<file path="config.mk">
export PLATFORM = sky130hd
export DESIGN_NAME = spi_regmap_master
export DESIGN_NICKNAME = d
export VERILOG_FILES = /design/src/rtl/spi_rm_pkg.sv /design/src/rtl/spi_rm_clkgen.sv /design/src/rtl/spi_rm_shifter.sv /design/src/rtl/spi_rm_regs.sv /design/src/rtl/spi_regmap_master.sv
export SDC_FILE = /design/constraint.sdc
export NUM_CORES = 1
export LEC_CHECK = 0
export BUFFER_PORTS_ARGS = -buffer_cell sky130_fd_sc_hd__buf_2
export CORE_ASPECT_RATIO = 0.75
export CORE_MARGIN = 5
export CORE_UTILIZATION = 40
export CTS_CLUSTER_SIZE = 12
export DETAILED_ROUTE_END_ITERATION = 8
export SYNTH_ARGS = -nofsm -noshare
export SYNTH_HDL_FRONTEND = slang
export SYNTH_SLANG_ARGS = --single-unit
</file>
<file path="constraint.sdc">
create_clock -name clk -period 6.6 [get_ports clk]
set_input_delay 0 -clock clk [delete_from_list [all_inputs] [get_ports clk]]
set_output_delay 0 -clock clk [all_outputs]
set_load 0.1 [all_outputs]
</file>
<file path="src/rtl/spi_rm_pkg.sv">
package spi_rm_pkg;
  localparam int OFF_CTRL  = 'h00;
  localparam int OFF_CFG   = 'h04;
  localparam int OFF_TX    = 'h08;
  localparam int OFF_RX    = 'h0C;
  localparam int OFF_CAUSE = 'h10;

  localparam int POS_WIDE = 5;
  localparam int POS_CPOL = 11;
  localparam int POS_CPHA = 12;
  localparam int CODE_W   = 5;
  localparam int WORD_MAX = 16;

  typedef struct packed {
    logic              cpha;
    logic              cpol;
    logic              wide;
    logic [CODE_W-1:0] code;
  } spi_mode_t;
endpackage

</file>
<file path="src/rtl/spi_rm_clkgen.sv">
module spi_rm_clkgen
  import spi_rm_pkg::*;
(
  input  logic              clk,
  input  logic              rst_n,
  input  logic              busy,
  input  logic [CODE_W-1:0] code,
  output logic              tick
);
  localparam int HW = CODE_W - 1;

  logic [HW-1:0] cnt_q;
  logic [HW-1:0] half;

  assign half = (code[HW-1:0] < HW'(2)) ? HW'(2) : code[HW-1:0];
  assign tick = busy && code[HW] && (cnt_q == half - HW'(1));

  always_ff @(posedge clk or negedge rst_n) begin
    if (!rst_n) cnt_q <= '0;
    else if (!busy || tick) cnt_q <= '0;
    else if (code[HW]) cnt_q <= cnt_q + HW'(1);
  end

  assert_tick_gap_R4: assert property (@(posedge clk) disable iff (!rst_n)
    tick |=> !tick);
endmodule

</file>
<file path="src/rtl/spi_rm_shifter.sv">
module spi_rm_shifter
  import spi_rm_pkg::*;
(
  input  logic                clk,
  input  logic                rst_n,
  input  logic                start,
  input  spi_mode_t           mode_live,
  input  logic [WORD_MAX-1:0] tx_word,
  input  logic                tick,
  input  logic                miso,
  output logic                busy,
  output spi_mode_t           mode_lat,
  output logic                sclk,
  output logic                mosi,
  output logic                fin,
  output logic [WORD_MAX-1:0] rx_word
);
  localparam int HALF_W = WORD_MAX / 2;
  localparam int EW     = $clog2(2 * WORD_MAX);

  logic                busy_q, fin_q, sclk_q;
  spi_mode_t           lat_q;
  logic [WORD_MAX-1:0] tx_sh, rx_sh;
  logic [EW-1:0]       ecnt;
  logic [EW-1:0]       last_edge;

  assign last_edge = lat_q.wide ? EW'(2 * WORD_MAX - 1) : EW'(2 * HALF_W - 1);

  always_ff @(posedge clk or negedge rst_n) begin
    if (!rst_n) begin
      busy_q <= 1'b0;
      fin_q  <= 1'b0;
      sclk_q <= 1'b0;
      lat_q  <= '0;
      tx_sh  <= '0;
      rx_sh  <= '0;
      ecnt   <= '0;
    end else begin
      fin_q <= 1'b0;
      if (!busy_q) begin
        sclk_q <= mode_live.cpol;
        if (start) begin
          busy_q <= 1'b1;
          lat_q  <= mode_live;
          tx_sh  <= mode_live.wide ? tx_word : {tx_word[HALF_W-1:0], {HALF_W{1'b0}}};
          rx_sh  <= '0;
          ecnt   <= '0;
        end
      end else if (tick) begin
        sclk_q <= ~sclk_q;
        ecnt   <= ecnt + EW'(1);
        if (ecnt[0] == lat_q.cpha) rx_sh <= {rx_sh[WORD_MAX-2:0], miso};
        else if (ecnt != '0)       tx_sh <= {tx_sh[WORD_MAX-2:0], 1'b0};
        if (ecnt == last_edge) begin
          busy_q <= 1'b0;
          fin_q  <= 1'b1;
        end
      end
    end
  end

  assign busy     = busy_q;
  assign mode_lat = lat_q;
  assign sclk     = sclk_q;
  assign mosi     = tx_sh[WORD_MAX-1];
  assign fin      = fin_q;
  assign rx_word  = rx_sh;

  assert_edge_bound_R6: assert property (@(posedge clk) disable iff (!rst_n)
    busy_q |-> ecnt <= last_edge);
  assert_busy_start_ignored_R10: assert property (@(posedge clk) disable iff (!rst_n)
    busy_q && start |=> $stable(lat_q));
  assert_sclk_hold_R7: assert property (@(posedge clk) disable iff (!rst_n)
    busy_q && !tick |=> $stable(sclk_q));
endmodule

</file>
<file path="src/rtl/spi_rm_regs.sv">
module spi_rm_regs
  import spi_rm_pkg::*;
#(
  parameter int ADDR_W = 5,
  parameter int DATA_W = 32
) (
  input  logic                clk,
  input  logic                rst_n,
  input  logic [ADDR_W-1:0]   bus_addr,
  input  logic                bus_we,
  input  logic [DATA_W-1:0]   bus_wdata,
  output logic [DATA_W-1:0]   bus_rdata,
  input  logic                busy,
  input  logic                fin,
  input  logic [WORD_MAX-1:0] rx_word,
  output spi_mode_t           mode_live,
  output logic [WORD_MAX-1:0] tx_word,
  output logic                start,
  output logic                cs_on
);
  logic                cs_q, cause_q;
  spi_mode_t           cfg_q;
  logic [WORD_MAX-1:0] tx_q, rx_q;
  logic                hit_ctrl, hit_cfg, hit_tx, hit_cause;

  assign hit_ctrl  = bus_we && (bus_addr == ADDR_W'(OFF_CTRL));
  assign hit_cfg   = bus_we && (bus_addr == ADDR_W'(OFF_CFG));
  assign hit_tx    = bus_we && (bus_addr == ADDR_W'(OFF_TX));
  assign hit_cause = bus_we && (bus_addr == ADDR_W'(OFF_CAUSE));

  always_ff @(posedge clk or negedge rst_n) begin
    if (!rst_n) begin
      cs_q    <= 1'b0;
      cause_q <= 1'b0;
      cfg_q   <= '0;
      tx_q    <= '0;
      rx_q    <= '0;
    end else begin
      if (hit_ctrl) cs_q <= bus_wdata[0];
      if (hit_cfg) begin
        cfg_q.cpha <= bus_wdata[POS_CPHA];
        cfg_q.cpol <= bus_wdata[POS_CPOL];
        cfg_q.wide <= bus_wdata[POS_WIDE];
        cfg_q.code <= bus_wdata[CODE_W-1:0];
      end
      if (hit_tx && !busy) tx_q <= bus_wdata[WORD_MAX-1:0];
      if (fin) begin
        cause_q <= 1'b1;
        rx_q    <= rx_word;
      end else if (hit_cause && bus_wdata == '0) begin
        cause_q <= 1'b0;
      end
    end
  end

  always_comb begin
    bus_rdata = '0;
    case (bus_addr)
      ADDR_W'(OFF_CTRL):  bus_rdata[0] = cs_q;
      ADDR_W'(OFF_CFG): begin
        bus_rdata[POS_CPHA]     = cfg_q.cpha;
        bus_rdata[POS_CPOL]     = cfg_q.cpol;
        bus_rdata[POS_WIDE]     = cfg_q.wide;
        bus_rdata[CODE_W-1:0]   = cfg_q.code;
      end
      ADDR_W'(OFF_TX):    bus_rdata[WORD_MAX-1:0] = tx_q;
      ADDR_W'(OFF_RX):    bus_rdata[WORD_MAX-1:0] = rx_q;
      ADDR_W'(OFF_CAUSE): bus_rdata[0] = cause_q;
      default:            bus_rdata = '0;
    endcase
  end

  assign mode_live = cfg_q;
  assign tx_word   = hit_tx ? bus_wdata[WORD_MAX-1:0] : tx_q;
  assign start     = hit_tx;
  assign cs_on     = cs_q;

  assert_done_sets_flag_R9: assert property (@(posedge clk) disable iff (!rst_n)
    fin |=> cause_q);
  assert_cs_write_R2: assert property (@(posedge clk) disable iff (!rst_n)
    hit_ctrl |=> cs_q == $past(bus_wdata[0]));
endmodule

</file>
<file path="src/rtl/spi_regmap_master.sv">
module spi_regmap_master
  import spi_rm_pkg::*;
#(
  parameter int ADDR_W = 5,
  parameter int DATA_W = 32
) (
  input  logic              clk,
  input  logic              rst_n,
  input  logic [ADDR_W-1:0] bus_addr,
  input  logic              bus_we,
  input  logic [DATA_W-1:0] bus_wdata,
  output logic [DATA_W-1:0] bus_rdata,
  output logic              spi_sclk,
  output logic              spi_mosi,
  input  logic              spi_miso,
  output logic              spi_cs_n
);
  spi_mode_t           mode_live, mode_lat;
  logic [WORD_MAX-1:0] tx_word, rx_word;
  logic                start, busy, fin, tick, cs_on;

  spi_rm_regs #(.ADDR_W(ADDR_W), .DATA_W(DATA_W)) u_regs (
    .clk(clk), .rst_n(rst_n), .bus_addr(bus_addr), .bus_we(bus_we),
    .bus_wdata(bus_wdata), .bus_rdata(bus_rdata), .busy(busy), .fin(fin),
    .rx_word(rx_word), .mode_live(mode_live), .tx_word(tx_word),
    .start(start), .cs_on(cs_on)
  );

  spi_rm_clkgen u_clk (
    .clk(clk), .rst_n(rst_n), .busy(busy), .code(mode_lat.code), .tick(tick)
  );

  spi_rm_shifter u_shift (
    .clk(clk), .rst_n(rst_n), .start(start), .mode_live(mode_live),
    .tx_word(tx_word), .tick(tick), .miso(spi_miso), .busy(busy),
    .mode_lat(mode_lat), .sclk(spi_sclk), .mosi(spi_mosi), .fin(fin),
    .rx_word(rx_word)
  );

  assign spi_cs_n = ~cs_on;
endmodule

</file>
==> impl_metrics.csv <==
group,metric,value,unit
cts,clk_pin_slew,60,ps
floorplan,pin_count,76,
detailed_routing,antenna_left,0,
detailed_routing,wirelength,10400,um
cts,root_buffer,"clkbuf_16",
place,io_buffers,59,
cts,cts.sinks,93,
floorplan,core_area,10900,um2
finish,insertedDiodeCount,0,
timing,max-slew-margin-rel,0.243,
cts,worstSkewPairLatency,340,ps
detailed_routing,met1_length,5030,um
power,p_per_area,242,nW/um2
cts,cts_setup_buffers,0,
setup_path,path_cells,"o31ai_1 > ha_1 > xor2_1 > nand4_1 > or3_1 > nor2_2 > a22o_1",
timing,worst_slew_pin_slew,1130,ps
yosys,netlist_area,4450,um2
power,leakagePower,2.68,nW
place,gp_congestion,0.734,
timing,fin_crit_sh,0.444,
setup_path,cp.arrival,3210,ps
detailed_routing,routedWlPerCell,18.1,um
global_routing,grt_pass1_vias,3230,
detailed_routing,drc,0,
min_path,whs_path_depth,2,
timing,clock.fmax,0.341,GHz
flow_run,drv_cap,0,
setup_path,start_kind,"flop",
min_path,min-delay-path-class,"input pin to flop",
global_routing,grt_pass1_wl,17200,um
yosys,yosys.area.top_type,"dfrtp_1",
finish,num-nets-final,476,
floorplan,rows,33,
global_routing,grt_max_degree,85,
timing,rsz0062_at_grt,"no",
setup_path,critPathMaxStageDelay,600,ps
setup_path,rr_worst_depth,7,
timing,fin_worst_skew,7.99,ps
detailed_routing,dr.max_layer_used,"met4",
cts,numCtsBuffers,9,
detailed_routing,drt_iter0_drc,188,
yosys,synthFlopType,"dfrtp_1",
yosys,synth_edf_count,0,
cts,cts_resized,0,
timing,setup_viol,0,
yosys,synth_top_area_frac,0.523,
setup_path,cp_slowest_cell,"or3_1",
finish,layout-drive-gt1-share,0.330,
global_routing,antenna_found_initial,0,
yosys,syn_inst,361,
setup_path,worst_setup_path_end_kind,"flop",
timing,finalHoldViolCount,0,
timing,layout_min_cycle_time,2930,ps
place,dpl.hpwl,7330,um
floorplan,die-height,101,um
detailed_routing,dr_wl_met2,4770,um
yosys,yosys-top-cells-area,"dfrtp_1 (52%), mux2_2 (14%), a22o_1 (5.9%)",
floorplan,die_area,13400,um2
global_routing,grt_usage,0.161,
detailed_routing,firstDrtPassIters,4,
yosys,async_flop_share,1.00,
setup_path,critPathMaxFanout,16,
yosys,ys_ff_latch,93,
yosys,syn_area_per_cell,12.3,um2
run_status,outcome,"finished, final reports clean",
detailed_routing,vias,3028,
finish,area_growth,18.7,%
floorplan,die_w,132,um
yosys,synthMostInstantiatedCell,"dfrtp_1",
yosys,synth.distinct_cells,46,
timing,holdWs,13.0,ps
timing,tns,0,ps
floorplan,initial_core_util,0.408,
yosys,synth_commonest_cells,"dfrtp_1 (93), mux2_2 (54), nand2_1 (35)",
setup_path,cp.required,6880,ps
detailed_routing,viasPerCell,5.26,
setup_path,worstSetupPathType,"flop to flop",
cts,clock_path_buffers,2,
power,vdd_drop_max,0.147,mV
yosys,yosysWarnings,0,
cts,h-tree-depth,3,
global_routing,gr-total-overflow,0,
timing,slew_viol_final,0,
yosys,ys_seq_area_frac,0.523,
detailed_routing,met3_wirelength,525,um
cts,cts_tree,"built",
==> cell type report <==
type	count	area, um2
clock buffer	11	243
clock inverter	5	83.8
fill	1002	5620
inverter	5	18.8
multi-input combinational	243	1950
sequential	93	2330
tap	140	175
timing repair buffer	79	490
==> final timing paths <==
kind | startpoint | to | slack [ps]
worst max-delay path | u_shift.mode_lat[2]$_DFFE_PN0P_ | u_shift.rx_word[15]$_DFFE_PN0P_ | 3670
worst min-delay path | bus_wdata[5] | u_regs.tx_q[5]$_DFFE_PN0P_ | 10
worst max register to register | u_shift.mode_lat[2]$_DFFE_PN0P_ | u_shift.rx_word[15]$_DFFE_PN0P_ | 3670
worst min register to register | u_shift.tx_sh[0]$_DFFE_PN0P_ | u_shift.tx_sh[0]$_DFFE_PN0P_ | 500
max in group asynchronous | rst_n | u_shift.tx_sh[12]$_DFFE_PN0P_ | 5320
min in group asynchronous | rst_n | u_shift.mode_lat[3]$_DFFE_PN0P_ | 30
==> per-layer routing <==
layer	vias to the layer above	track usage
li1	1416	-
met1	1521	0.226
met2	83	0.254
met3	8	0.0412
met4	0	0.0427
met5	-	0
==> sequential cells by signal, summed over array words and instances (netlist names) <==
register / count
u_regs.tx_q: 16
u_shift.busy: 1
u_shift.tx_sh: 16
u_regs.cause_q: 1
u_shift.sclk: 1
u_shift.fin: 1
u_shift.rx_word: 16
u_regs.rx_q: 16
u_shift.ecnt: 5
u_regs.cs_on: 1
u_shift.mode_lat: 7
u_clk.cnt_q: 4
u_regs.mode_live: 8
==> report_power, final <==
group	switching, W	internal, W	leakage (nW)
clock network	0.000218	0.000343	0.152
registers	0.0000156	0.000581	1.26
logic	0.0000863	0.0000329	1.27
==> worst max-delay path: cells and delay by family, from the launching register on <==
| kind | cells | cell delay (ps) |
|---|---|---|
| simple gates | 3 | 1330 |
| compound gates | 2 | 650 |
| flops | 1 | 420 |
| fa+ha+maj | 1 | 320 |
| xor+xnor | 1 | 150 |
==> metrics by stage <==
step	instances	setup slack [ps]	utilization	cell area (um2)	power, W
2_1_floorplan	376	4120	-	4510	0.000684
3_3_place_gp	543	3810	0.439	4790	0.000719
3_5_place_dp	543	3690	0.439	4790	0.000721
4_1_cts	576	3660	0.485	5280	0.00129
5_1_grt	576	3450	0.485	5280	0.00132
6_report	576	3670	0.485	5280	0.00128
==> layout by cell type, fill, tap and decap left out, drive strengths merged, types with 9 or more instances in the layout <==
master / instances
mux2: 63
buf: 62
nor2: 9
clkbuf: 11
o21ai: 12
nand2: 35
conb: 16
dlygate4sd3: 17
a22o: 30
dfrtp: 93
mux2i: 12
==> timing repair <==
| action | 4_1_cts | 5_1_grt |
|---|---|---|
| setup endpoints to repair | 0 | 0 |
| hold endpoints to repair | 24 | 0 |
| hold buffers | 17 | 0 |
==> kinds of logic after synthesis <==
logic type,share of synthesized area
AOI/OAI and AO/OA,0.110
xor gates and xnor gates,0.0208
adders and majority gates,0.0112
buffers and inverters,0.0537
DFF,0.523
muxes,0.194
other,0.000843
and+or+nand+nor,0.0869
Note: power is estimated with default switching activity, not from simulation.
